File: config.mk
export PLATFORM = sky130hd
export DESIGN_NAME = exact_supplier_predictor
export DESIGN_NICKNAME = d
export VERILOG_FILES = /design/src/rtl/sup_pred_pkg.sv /design/src/rtl/spx_set_match.sv /design/src/rtl/spx_way_pick.sv /design/src/rtl/exact_supplier_predictor.sv
export SDC_FILE = /design/constraint.sdc
export NUM_CORES = 1
export LEC_CHECK = 0
export CORE_UTILIZATION = 67
export CTS_CLUSTER_DIAMETER = 150
export DETAILED_ROUTE_END_ITERATION = 10
export GPL_TIMING_DRIVEN = 0
export PLACE_DENSITY = 0.95
export SYNTH_ARGS = -nofsm -noshare
export SYNTH_HDL_FRONTEND = slang
export SYNTH_SLANG_ARGS = --single-unit
export TNS_END_PERCENT = 1
File: constraint.sdc
create_clock -name clk -period 7.4 [get_ports clk]
set_input_delay 1.48 -clock clk [delete_from_list [all_inputs] [get_ports clk]]
set_output_delay 1.48 -clock clk [all_outputs]
set_load 0.005 [all_outputs]
File: src/rtl/sup_pred_pkg.sv
package sup_pred_pkg;
    typedef enum logic [1:0] {
        SUP_SG = 2'b00,
        SUP_E  = 2'b01,
        SUP_D  = 2'b10,
        SUP_T  = 2'b11
    } sup_state_e;

    typedef enum logic {
        ST_IDLE     = 1'b0,
        ST_WAIT_ACK = 1'b1
    } pred_fsm_e;

    // Dirty supplier states (D, T) need a writeback before demotion.
    function automatic logic needs_writeback(input logic [1:0] code);
        return code[1];
    endfunction
endpackage

File: src/rtl/spx_set_match.sv
module spx_set_match #(
    parameter int WAYS  = 2,
    parameter int TAG_W = 13,
    parameter int WAY_W = 1
) (
    input  logic [WAYS-1:0]       vld_i,
    input  logic [WAYS*TAG_W-1:0] tags_i,
    input  logic [TAG_W-1:0]      tag_i,
    output logic                  hit_o,
    output logic [WAY_W-1:0]      way_o
);
    always_comb begin
        hit_o = 1'b0;
        way_o = '0;
        for (int w = 0; w < WAYS; w++) begin
            if (vld_i[w] && tags_i[w*TAG_W +: TAG_W] == tag_i) begin
                hit_o = 1'b1;
                way_o = WAY_W'(w);
            end
        end
    end
endmodule

File: src/rtl/spx_way_pick.sv
module spx_way_pick #(
    parameter int WAYS  = 2,
    parameter int WAY_W = 1
) (
    input  logic [WAYS-1:0]       vld_i,
    input  logic [WAYS*WAY_W-1:0] ages_i,
    output logic                  free_o,
    output logic [WAY_W-1:0]      free_way_o,
    output logic [WAY_W-1:0]      lru_way_o
);
    // Lowest-numbered invalid way wins; the oldest age marks the LRU way.
    always_comb begin
        free_o     = 1'b0;
        free_way_o = '0;
        lru_way_o  = '0;
        for (int w = WAYS - 1; w >= 0; w--) begin
            if (!vld_i[w]) begin
                free_o     = 1'b1;
                free_way_o = WAY_W'(w);
            end
            if (ages_i[w*WAY_W +: WAY_W] == WAY_W'(WAYS - 1)) begin
                lru_way_o = WAY_W'(w);
            end
        end
    end
endmodule

File: src/rtl/exact_supplier_predictor.sv
module exact_supplier_predictor
    import sup_pred_pkg::*;
#(
    parameter int ADDR_W = 16,
    parameter int SETS   = 8,
    parameter int WAYS   = 2
) (
    input  logic              clk,
    input  logic              rst_n,
    input  logic              ins_valid,
    output logic              ins_ready,
    input  logic [ADDR_W-1:0] ins_addr,
    input  logic [1:0]        ins_state,
    input  logic              rem_valid,
    input  logic [ADDR_W-1:0] rem_addr,
    input  logic [ADDR_W-1:0] lk_addr,
    output logic              lk_hit,
    output logic [1:0]        lk_state,
    output logic              dg_req,
    output logic [ADDR_W-1:0] dg_addr,
    output logic              dg_wb,
    input  logic              dg_ack
);
    localparam int IDX_W = $clog2(SETS);
    localparam int TAG_W = ADDR_W - IDX_W;
    localparam int WAY_W = (WAYS > 1) ? $clog2(WAYS) : 1;
    localparam int NPORT = 3; // 0 lookup, 1 insert, 2 remove

    logic [WAYS-1:0]  vld_q [SETS];
    logic [TAG_W-1:0] tag_q [SETS][WAYS];
    logic [1:0]       st_q  [SETS][WAYS];
    logic [WAY_W-1:0] age_q [SETS][WAYS];

    pred_fsm_e state_q, state_d;

    logic [IDX_W-1:0]  vic_set;
    logic [WAY_W-1:0]  vic_way;
    logic [ADDR_W-1:0] vic_addr;
    logic [1:0]        vic_st;
    logic [ADDR_W-1:0] pend_addr;
    logic [1:0]        pend_st;
    logic              pend_live;

    logic [ADDR_W-1:0] q_addr [NPORT];
    logic              m_hit  [NPORT];
    logic [WAY_W-1:0]  m_way  [NPORT];

    assign q_addr[0] = lk_addr;
    assign q_addr[1] = ins_addr;
    assign q_addr[2] = rem_addr;

    generate
        for (genvar p = 0; p < NPORT; p++) begin : g_port
            logic [IDX_W-1:0]      sidx;
            logic [WAYS*TAG_W-1:0] tags_flat;
            assign sidx = q_addr[p][IDX_W-1:0];
            always_comb begin
                for (int w = 0; w < WAYS; w++) begin
                    tags_flat[w*TAG_W +: TAG_W] = tag_q[sidx][w];
                end
            end
            spx_set_match #(.WAYS(WAYS), .TAG_W(TAG_W), .WAY_W(WAY_W)) u_match (
                .vld_i  (vld_q[sidx]),
                .tags_i (tags_flat),
                .tag_i  (q_addr[p][ADDR_W-1:IDX_W]),
                .hit_o  (m_hit[p]),
                .way_o  (m_way[p])
            );
        end
    endgenerate

    logic [IDX_W-1:0] lk_idx, ins_idx, rem_idx;
    assign lk_idx  = lk_addr[IDX_W-1:0];
    assign ins_idx = ins_addr[IDX_W-1:0];
    assign rem_idx = rem_addr[IDX_W-1:0];

    logic [WAYS*WAY_W-1:0] ins_ages;
    always_comb begin
        for (int w = 0; w < WAYS; w++) begin
            ins_ages[w*WAY_W +: WAY_W] = age_q[ins_idx][w];
        end
    end

    logic             ins_free;
    logic [WAY_W-1:0] free_way, lru_way;
    spx_way_pick #(.WAYS(WAYS), .WAY_W(WAY_W)) u_pick (
        .vld_i      (vld_q[ins_idx]),
        .ages_i     (ins_ages),
        .free_o     (ins_free),
        .free_way_o (free_way),
        .lru_way_o  (lru_way)
    );

    logic waiting, ins_fire, pend_keep, rem_on_victim;
    assign waiting       = (state_q == ST_WAIT_ACK);
    assign ins_fire      = ins_valid && ins_ready;
    assign pend_keep     = pend_live && !(rem_valid && rem_addr == pend_addr);
    assign rem_on_victim = waiting && rem_idx == vic_set && m_way[2] == vic_way;

    // State register
    always_ff @(posedge clk) begin
        if (!rst_n) state_q <= ST_IDLE;
        else        state_q <= state_d;
    end

    // Next state: CONFLICT and ACKED transitions
    always_comb begin
        state_d = state_q;
        unique case (state_q)
            ST_IDLE:     if (ins_fire && !m_hit[1] && !ins_free) state_d = ST_WAIT_ACK;
            ST_WAIT_ACK: if (dg_ack) state_d = ST_IDLE;
        endcase
    end

    // Outputs
    always_comb begin
        ins_ready = 1'b0;
        dg_req    = 1'b0;
        unique case (state_q)
            ST_IDLE:     ins_ready = !rem_valid;
            ST_WAIT_ACK: dg_req    = 1'b1;
        endcase
        dg_addr  = vic_addr;
        dg_wb    = needs_writeback(vic_st);
        lk_hit   = m_hit[0] || (waiting && pend_live && lk_addr == pend_addr);
        lk_state = m_hit[0] ? st_q[lk_idx][m_way[0]] : pend_st;
    end

    // Recency update
    logic             touch_en;
    logic [IDX_W-1:0] touch_set;
    logic [WAY_W-1:0] touch_way;
    always_comb begin
        touch_en  = 1'b0;
        touch_set = ins_idx;
        touch_way = m_hit[1] ? m_way[1] : free_way;
        if (!waiting && ins_fire && (m_hit[1] || ins_free)) begin
            touch_en = 1'b1;
        end else if (waiting && dg_ack && pend_keep) begin
            touch_en  = 1'b1;
            touch_set = vic_set;
            touch_way = vic_way;
        end
    end

    // Table and victim registers
    always_ff @(posedge clk) begin
        if (!rst_n) begin
            for (int s = 0; s < SETS; s++) begin
                vld_q[s] <= '0;
                for (int w = 0; w < WAYS; w++) begin
                    tag_q[s][w] <= '0;
                    st_q[s][w]  <= '0;
                    age_q[s][w] <= WAY_W'(w);
                end
            end
            vic_set   <= '0;
            vic_way   <= '0;
            vic_addr  <= '0;
            vic_st    <= '0;
            pend_addr <= '0;
            pend_st   <= '0;
            pend_live <= 1'b0;
        end else begin
            if (rem_valid && m_hit[2] && !rem_on_victim) begin
                vld_q[rem_idx][m_way[2]] <= 1'b0;
            end
            if (ins_fire) begin
                if (m_hit[1]) begin
                    st_q[ins_idx][m_way[1]] <= ins_state;
                end else if (ins_free) begin
                    vld_q[ins_idx][free_way] <= 1'b1;
                    tag_q[ins_idx][free_way] <= ins_addr[ADDR_W-1:IDX_W];
                    st_q[ins_idx][free_way]  <= ins_state;
                end else begin
                    vic_set   <= ins_idx;
                    vic_way   <= lru_way;
                    vic_addr  <= {tag_q[ins_idx][lru_way], ins_idx};
                    vic_st    <= st_q[ins_idx][lru_way];
                    pend_addr <= ins_addr;
                    pend_st   <= ins_state;
                    pend_live <= 1'b1;
                end
            end
            if (waiting && !pend_keep) begin
                pend_live <= 1'b0;
            end
            if (waiting && dg_ack) begin
                pend_live <= 1'b0;
                if (pend_keep) begin
                    tag_q[vic_set][vic_way] <= pend_addr[ADDR_W-1:IDX_W];
                    st_q[vic_set][vic_way]  <= pend_st;
                end else begin
                    vld_q[vic_set][vic_way] <= 1'b0;
                end
            end
            if (touch_en) begin
                for (int w = 0; w < WAYS; w++) begin
                    if (WAY_W'(w) == touch_way) begin
                        age_q[touch_set][w] <= '0;
                    end else if (age_q[touch_set][w] < age_q[touch_set][touch_way]) begin
                        age_q[touch_set][w] <= age_q[touch_set][w] + 1'b1;
                    end
                end
            end
        end
    end
endmodule

# Yosys cells after proc, flatten, opt, wreduce, memory -nomap -nowiden
# Memory sizes are Yosys's and may differ from the RTL's.
# Cells that the tools add are included.
[word_totals] latch_bits=0 ram_bits=272 mem_count=4 rom_bits=0 wordCells=231 inputBits=55 ff_bits=42
[op_classes] bitwise=16 mul=0 muxes=127 reduce_logical=47 magnitude_cmp=17 div_mod_pow=0 addsub=2 eq_ne=10 shift=0
[mem_list] memory="tag_q" words=8 width=26 rd=3 rd_ports_with_merged_regs=0 write_ports=8 line_no="exact_supplier_predictor.sv:30" source="logic [TAG_W-1:0] tag_q [SETS][WAYS];"
[mem_list] memory="st_q" words=8 width=4 rd=2 rd_ports_with_merged_regs=0 write_ports=8 line_no="exact_supplier_predictor.sv:31" source="logic [1:0] st_q [SETS][WAYS];"
[mem_list] memory="age_q" words=8 width=2 rd=2 rd_ports_with_merged_regs=0 write_ports=8 line_no="exact_supplier_predictor.sv:32" source="logic [WAY_W-1:0] age_q [SETS][WAYS];"
[mem_list] memory="vld_q" words=8 width=2 rd=3 rd_ports_with_merged_regs=0 write_ports=8 line_no="exact_supplier_predictor.sv:29" source="logic [WAYS-1:0] vld_q [SETS];"
[op_table] operator="two-way mux 26 bit" count=6
[op_table] operator="equality test 13 bit" count=6
[op_table] operator="two-way mux 1 bit" count=69
[op_table] operator="two-way mux 13 bit" count=5
[op_table] operator="OR reduction 26 bit" count=2
[op_table] operator="two-way mux 2 bit" count=21
[op_table] operator="equality test 16 bit" count=2
[op_table] operator="two-way mux 3 bit" count=10
[op_table] operator="logical AND 1 bit" count=28
[op_table] operator="two-way mux 4 bit" count=7
[op_table] operator="demux 13 bit (select 1 bit)" count=2
[op_table] operator=">= comparator 2 bit, second input constant" count=6
[op_table] operator="NOT 1 -> 2 bit" count=6
[op_table] operator="OR reduction 2 bit" count=4
[op_table] operator="OR reduction 4 bit" count=2
[op_table] operator="logical NOT 1 bit" count=7
[op_table] operator="demux 2 bit (select 1 bit)" count=3
[op_table] operator="< comparator 1 x 2 -> 1 bit, second input constant" count=3
[op_table] operator="< comparator 2 x 1 -> 1 bit, second input constant" count=3
[op_table] operator="bitwise OR 1 bit" count=6
[op_table] operator="NOT 1 bit" count=4
[op_table] operator="demux 1 bit (select 1 bit)" count=3
[op_table] operator="equality test 3 bit" count=1
[op_table] operator=">= comparator 1 bit, second input constant" count=3
[op_table] operator="other kinds (7)" count=10

# Logic depth before layout (Yosys ltp)
# An unclocked memory read counts as a cell.
[logic_depth] word_depth=21 depth_mapped=15 mapped_depth_nobuf=9

# Cells and area by module
# A second synthesis with hierarchy kept.
[unflattened] cells_unflattened=1591 hier_area_um2=19127.1
[modules_own_cells] module="exact_supplier_predictor" area_per_inst_um2=18217.5 cells_each=1480 instances=1
[modules_own_cells] module="spx_set_match" area_per_inst_um2=295.3 cells_each=36 instances=3
[modules_own_cells] module="spx_way_pick" area_per_inst_um2=23.8 cells_each=3 instances=1

# Worst setup path before layout
# OpenSTA, ideal clock, no wires.
[synth_path] path_kind="in2out" startpoint="input lk_addr[0]" endpoint="output lk_state[1]" setup_slack_ns=1.928 t_arrival_ns=3.992 path_stages=10 n_path_buf=2 t_required_ns=5.920 path_cell_list="clkbuf_1 > buf_1 > mux4_2 > mux2i_1 > xnor2_1 > nor4_1 > nand4_1 > nor2_1 > a21oi_1 > a21oi_1"
[synth_between] elab_chain_cells=9 word_cells_on_any_way=15 classes_between="2 x eq/ne; 7 x mux; 1 x bitwise; 2 x reduce/logical; 3 x memory"
[synth_rtl] element="start: declaration" line_no="exact_supplier_predictor.sv:16" source="input logic [ADDR_W-1:0] lk_addr,"
[synth_rtl] element="memory (8 x 26 bit)"
[synth_rtl] element="equality test 13 bit" line_no="spx_set_match.sv:16" source="if (vld_i[w] && tags_i[w*TAG_W +: TAG_W] == tag_i) begin"
[synth_rtl] element="logical AND 1 bit" line_no="spx_set_match.sv:16"
[synth_rtl] element="two-way mux 1 bit" line_no="spx_set_match.sv:16"
[synth_rtl] element="NOT 1 -> 2 bit (implied by the code)" line_no="exact_supplier_predictor.sv:126" source="lk_state = m_hit[0] ? st_q[lk_idx][m_way[0]] : pend_st;"
[synth_rtl] element="two-way mux 2 bit (implied by the code) (3 in a row)" line_no="exact_supplier_predictor.sv:126"
[synth_rtl] element="two-way mux 2 bit *" line_no="exact_supplier_predictor.sv:126"
[synth_rtl] element="end: declaration" line_no="exact_supplier_predictor.sv:18" source="output logic [1:0] lk_state,"
# Every way passes the cells marked *; elsewhere a longest branch is shown, timed or not. The select of a mux whose other input is x is not followed.

# Worst setup path after layout
[layout_path] startpoint="input lk_addr[1]" endpoint="output lk_state[0]"
# The elaborated chain is that of the path after synthesis.

==> impl_metrics.sql <==
INSERT INTO impl_metrics (metric_group, metric, value, unit) VALUES
('status', 'outcome', 'finished, violations left', ''),
('status', 'violations', 'max-capacitance violations, max-slew violations', ''),
('timing', 'slew-limit-headroom', '-13.2', '%'),
('setup_path', 'worst-endpoint-arrival', '5840', 'ps'),
('setup_path', 'worstSetupPathType', 'in2out', ''),
('cts', 'cts_tree', 'done', ''),
('route', 'number_of_design_rule_violations_left_after_detail_routing', '0', ''),
('power_and_ir_drop', 'power_per_cell_area', '203', 'nW/um2'),
('placed_design', 'place_congestion', '1.10', ''),
('finish', 'nFillCells', '1833', ''),
('die', 'fp.dieH', '173', 'um'),
('die', 'floorplan.io_pins', '77', ''),
('power_and_ir_drop', 'internal_power', '3120', 'uW'),
('synth', 'synth_fa_ha_area_share', '0', '%'),
('synth', 'synth-seq-cells', '307', ''),
('finish', 'final_layout_size_suffix_gt1_share', '16.2', '%'),
('power_and_ir_drop', 'switching_fraction', '29.2', '%'),
('die', 'floorplan.die.width', '173', 'um'),
('run', 'max_cap_viol_count', '1', ''),
('synth', 'ys_seq_area_share', '44.5', '%'),
('timing', 'clock.fmax', '137', 'MHz'),
('placed_design', 'detailed_place.area', '20700', 'um2'),
('synth', 'synth.area.mux_share', '26.4', '%'),
('route', 'finalWirelength', '80.8', 'mm'),
('timing', 'min_period_over_period', '99.0', '%'),
('finish', 'num_antenna_cells', '0', ''),
('power_and_ir_drop', 'seq_power_share', '45.1', '%'),
('synth', 'yosys-top-cells-count', 'nor2_1 (281), edfxtp_1 (255), mux2i_1 (180), mux4_2 (143), nand2_1 (124)', ''),
('synth', 'syn_area_per_cell', '11.7', 'um2'),
('global_routing', 'grt_start_max_net_pins', '15', ''),
('global_routing', 'grt_antenna_before_repair', '2', ''),
('timing', 'fin_setup_tns', '0', 'ps'),
('timing', 'finalWorstPathRequiredPeriod', '7320', 'ps'),
('placed_design', 'total_instance_count_after_detailed_placement', '2117', ''),
('finish', 'area_delta_synth_final', '11.2', '%'),
('finish', 'final_area', '21700', 'um2'),
('power_and_ir_drop', 'pwr-share-comb', '17.4', '%'),
('cts', 'ctsHtreeMaxLevel', '2', ''),
('timing', 'timing_hold_violations_final', '0', ''),
('synth', 'postSynth.topFlopCell', 'edfxtp_1', ''),
('synth', 'yosys_warnings', '0', ''),
('power_and_ir_drop', 'static-leakage-power', '0.00776', 'uW'),
('cts', 'cts_inserted_buffers', '34', ''),
('global_routing', 'grt.total_usage', '54.3', '%'),
('finish', 'final_net_count', '1824', ''),
('synth', 'synthSimpleGateAreaFrac', '13.8', '%'),
('route', 'vias', '17059', ''),
('synth', 'postSynthCellCount', '1667', ''),
('cts', 'ctsHoldBuffers', '0', ''),
('timing', 'clock-skew-final', '32.8', 'ps'),
('die', 'placementRows', '62', ''),
('synth', 'synth.area.top_cells', 'edfxtp_1 (39%), mux4_2 (16%), mux2i_1 (9.2%)', ''),
('min_path', 'hold_removal_path_class', 'reg2reg', ''),
('power_and_ir_drop', 'design_power_total', '4400', 'uW'),
('global_routing', 'wire_length_of_the_first_global_routing_pass', '113', 'mm'),
('synth', 'number_of_flops_mapped_to_enable_cells_by_yosys', '255', ''),
('power_and_ir_drop', 'power.clock.fraction', '37.5', '%'),
('synth', 'ys_types', '81', ''),
('global_routing', 'globalRoute.totalOverflow', '0', ''),
('finish', 'stdcell_count', '2177', ''),
('route', 'post_drt_wl_per_cell', '37.1', 'um'),
('route', 'postRouteAntennaNets', '0', ''),
('timing', 'finalMaxSlewViolations', '8', ''),
('placed_design', 'port_buffers', '66', ''),
('synth', 'synth_async_sr_flop_share', '0', '%'),
('setup_path', 'cp_max_fo', '10', ''),
('synth', 'synth_nets', '1722', ''),
('synth', 'share_of_the_synthesized_area_in_the_top_cell_type', '39.2', '%'),
('synth', 'synthXorXnorAreaFrac', '4.30', '%'),
('route', 'drt_iter0_drc', '3644', ''),
('setup_path', 'critical_path_launch_point_type', 'primary input', '');
==> power groups by stage <==
stage | Clock, uW | Combinational [uW] | Sequential, uW
2_1_floorplan | 0 | 453 | 2000
3_3_place_gp | 0 | 706 | 2010
3_5_place_dp | 0 | 714 | 2020
4_1_cts | 1610 | 718 | 1980
5_1_grt | 1670 | 768 | 1990
6_report | 1650 | 767 | 1990
==> path summary, 6_finish.rpt <==
| check | to | slack [ps] | from | cells after the start |
|---|---|---|---|---|
| max | lk_state[0] | 80 | lk_addr[1] | 10 |
| min | dg_addr[9]$_SDFFE_PN0P_ | 500 | dg_addr[9]$_SDFFE_PN0P_ | 1 |
| max reg2reg | tag_q[4][17]$_SDFFCE_PN0P_ | 1700 | pend_addr[11]$_SDFFE_PN0P_ | 11 |
| min reg2reg | dg_addr[9]$_SDFFE_PN0P_ | 500 | dg_addr[9]$_SDFFE_PN0P_ | 1 |
==> metrics by stage <==
stage / hold slack [ps] / setup slack [ps] / util [%]
4_1_cts: 506 / 62.8 / 75.7
2_1_floorplan: 463 / 1930 / -
3_3_place_gp: 484 / -63.2 / 72.1
3_5_place_dp: 489 / -27.8 / 72.1
6_report: 501 / 76.4 / 75.7
5_1_grt: 525 / 171 / 75.7
==> placed cells by master, fill, tap and decap left out, types with 7 or more instances in the layout <==
cell type	netlist	routed
xor2_1	36	36
o21ai_1	14	14
nand2_1	124	124
buf_1	16	12
clkdlybuf4s50_1	0	66
xnor2_1	60	60
nor4_1	17	17
clkbuf_1	60	65
buf_4	13	13
nor2b_1	36	36
a22oi_1	36	36
a21oi_1	17	17
inv_1	10	10
mux4_2	143	143
nor3_1	10	10
and3b_1	7	7
o21ai_0	27	27
and2_1	10	10
o211a_1	7	7
edfxtp_1	255	255
o31ai_1	8	8
nand4_1	18	18
a21boi_0	8	8
clkbuf_16	0	35
nand3_1	39	39
mux2i_1	180	180
mux2_2	12	12
nand2b_1	11	11
buf_2	33	33
nor2_1	281	281
buf_6	7	7
dfxtp_1	52	52
o211ai_1	12	12
clkinv_2	0	7
==> worst max-delay path, cell delays in order <==
cell	delay (ps)
clkbuf_1	580
clkbuf_1	890
mux4_2	440
mux2i_1	430
xnor2_1	110
nor4_1	370
nand4_1	570
a211oi_1	420
a21oi_1	80
clkdlybuf4s50_1	460
==> kinds of logic after synthesis <==
logic type | Yosys count
mux | 335
flops | 307
simple gates | 589
compound gates | 200
xor+xnor | 96
buf+inv | 140
==> registers in the layout (all words and copies together), names as in the netlist, 2 cells and up <==
register	count
vld_q	16
pend_addr	13
vic_set	2
age_q	16
pend_st	2
dg_addr	14
tag_q	208
st_q	32
==> routing by layer <==
metal  global-route usage [%]  part of all wire, %  wire length [um]
met1                     62.8                   30             24100
met5                     4.49                 0.21               172
met3                     24.5                   18             14600
met2                     79.1                   42             34100
met4                     41.1                  9.8              7880
==> layout make-up <==
type,instances,area (um2),share of cell area (%)
inverter,11,41.3,0.190
clock inverter,16,101,0.466
tap,384,480,2.21
clock buffer,44,940,4.32
multi-input combinational,1220,10200,46.8
sequential,307,8700,40.0
timing repair buffer,66,661,3.04
buffer,129,639,2.94
Power figures use the tool's default switching activity.
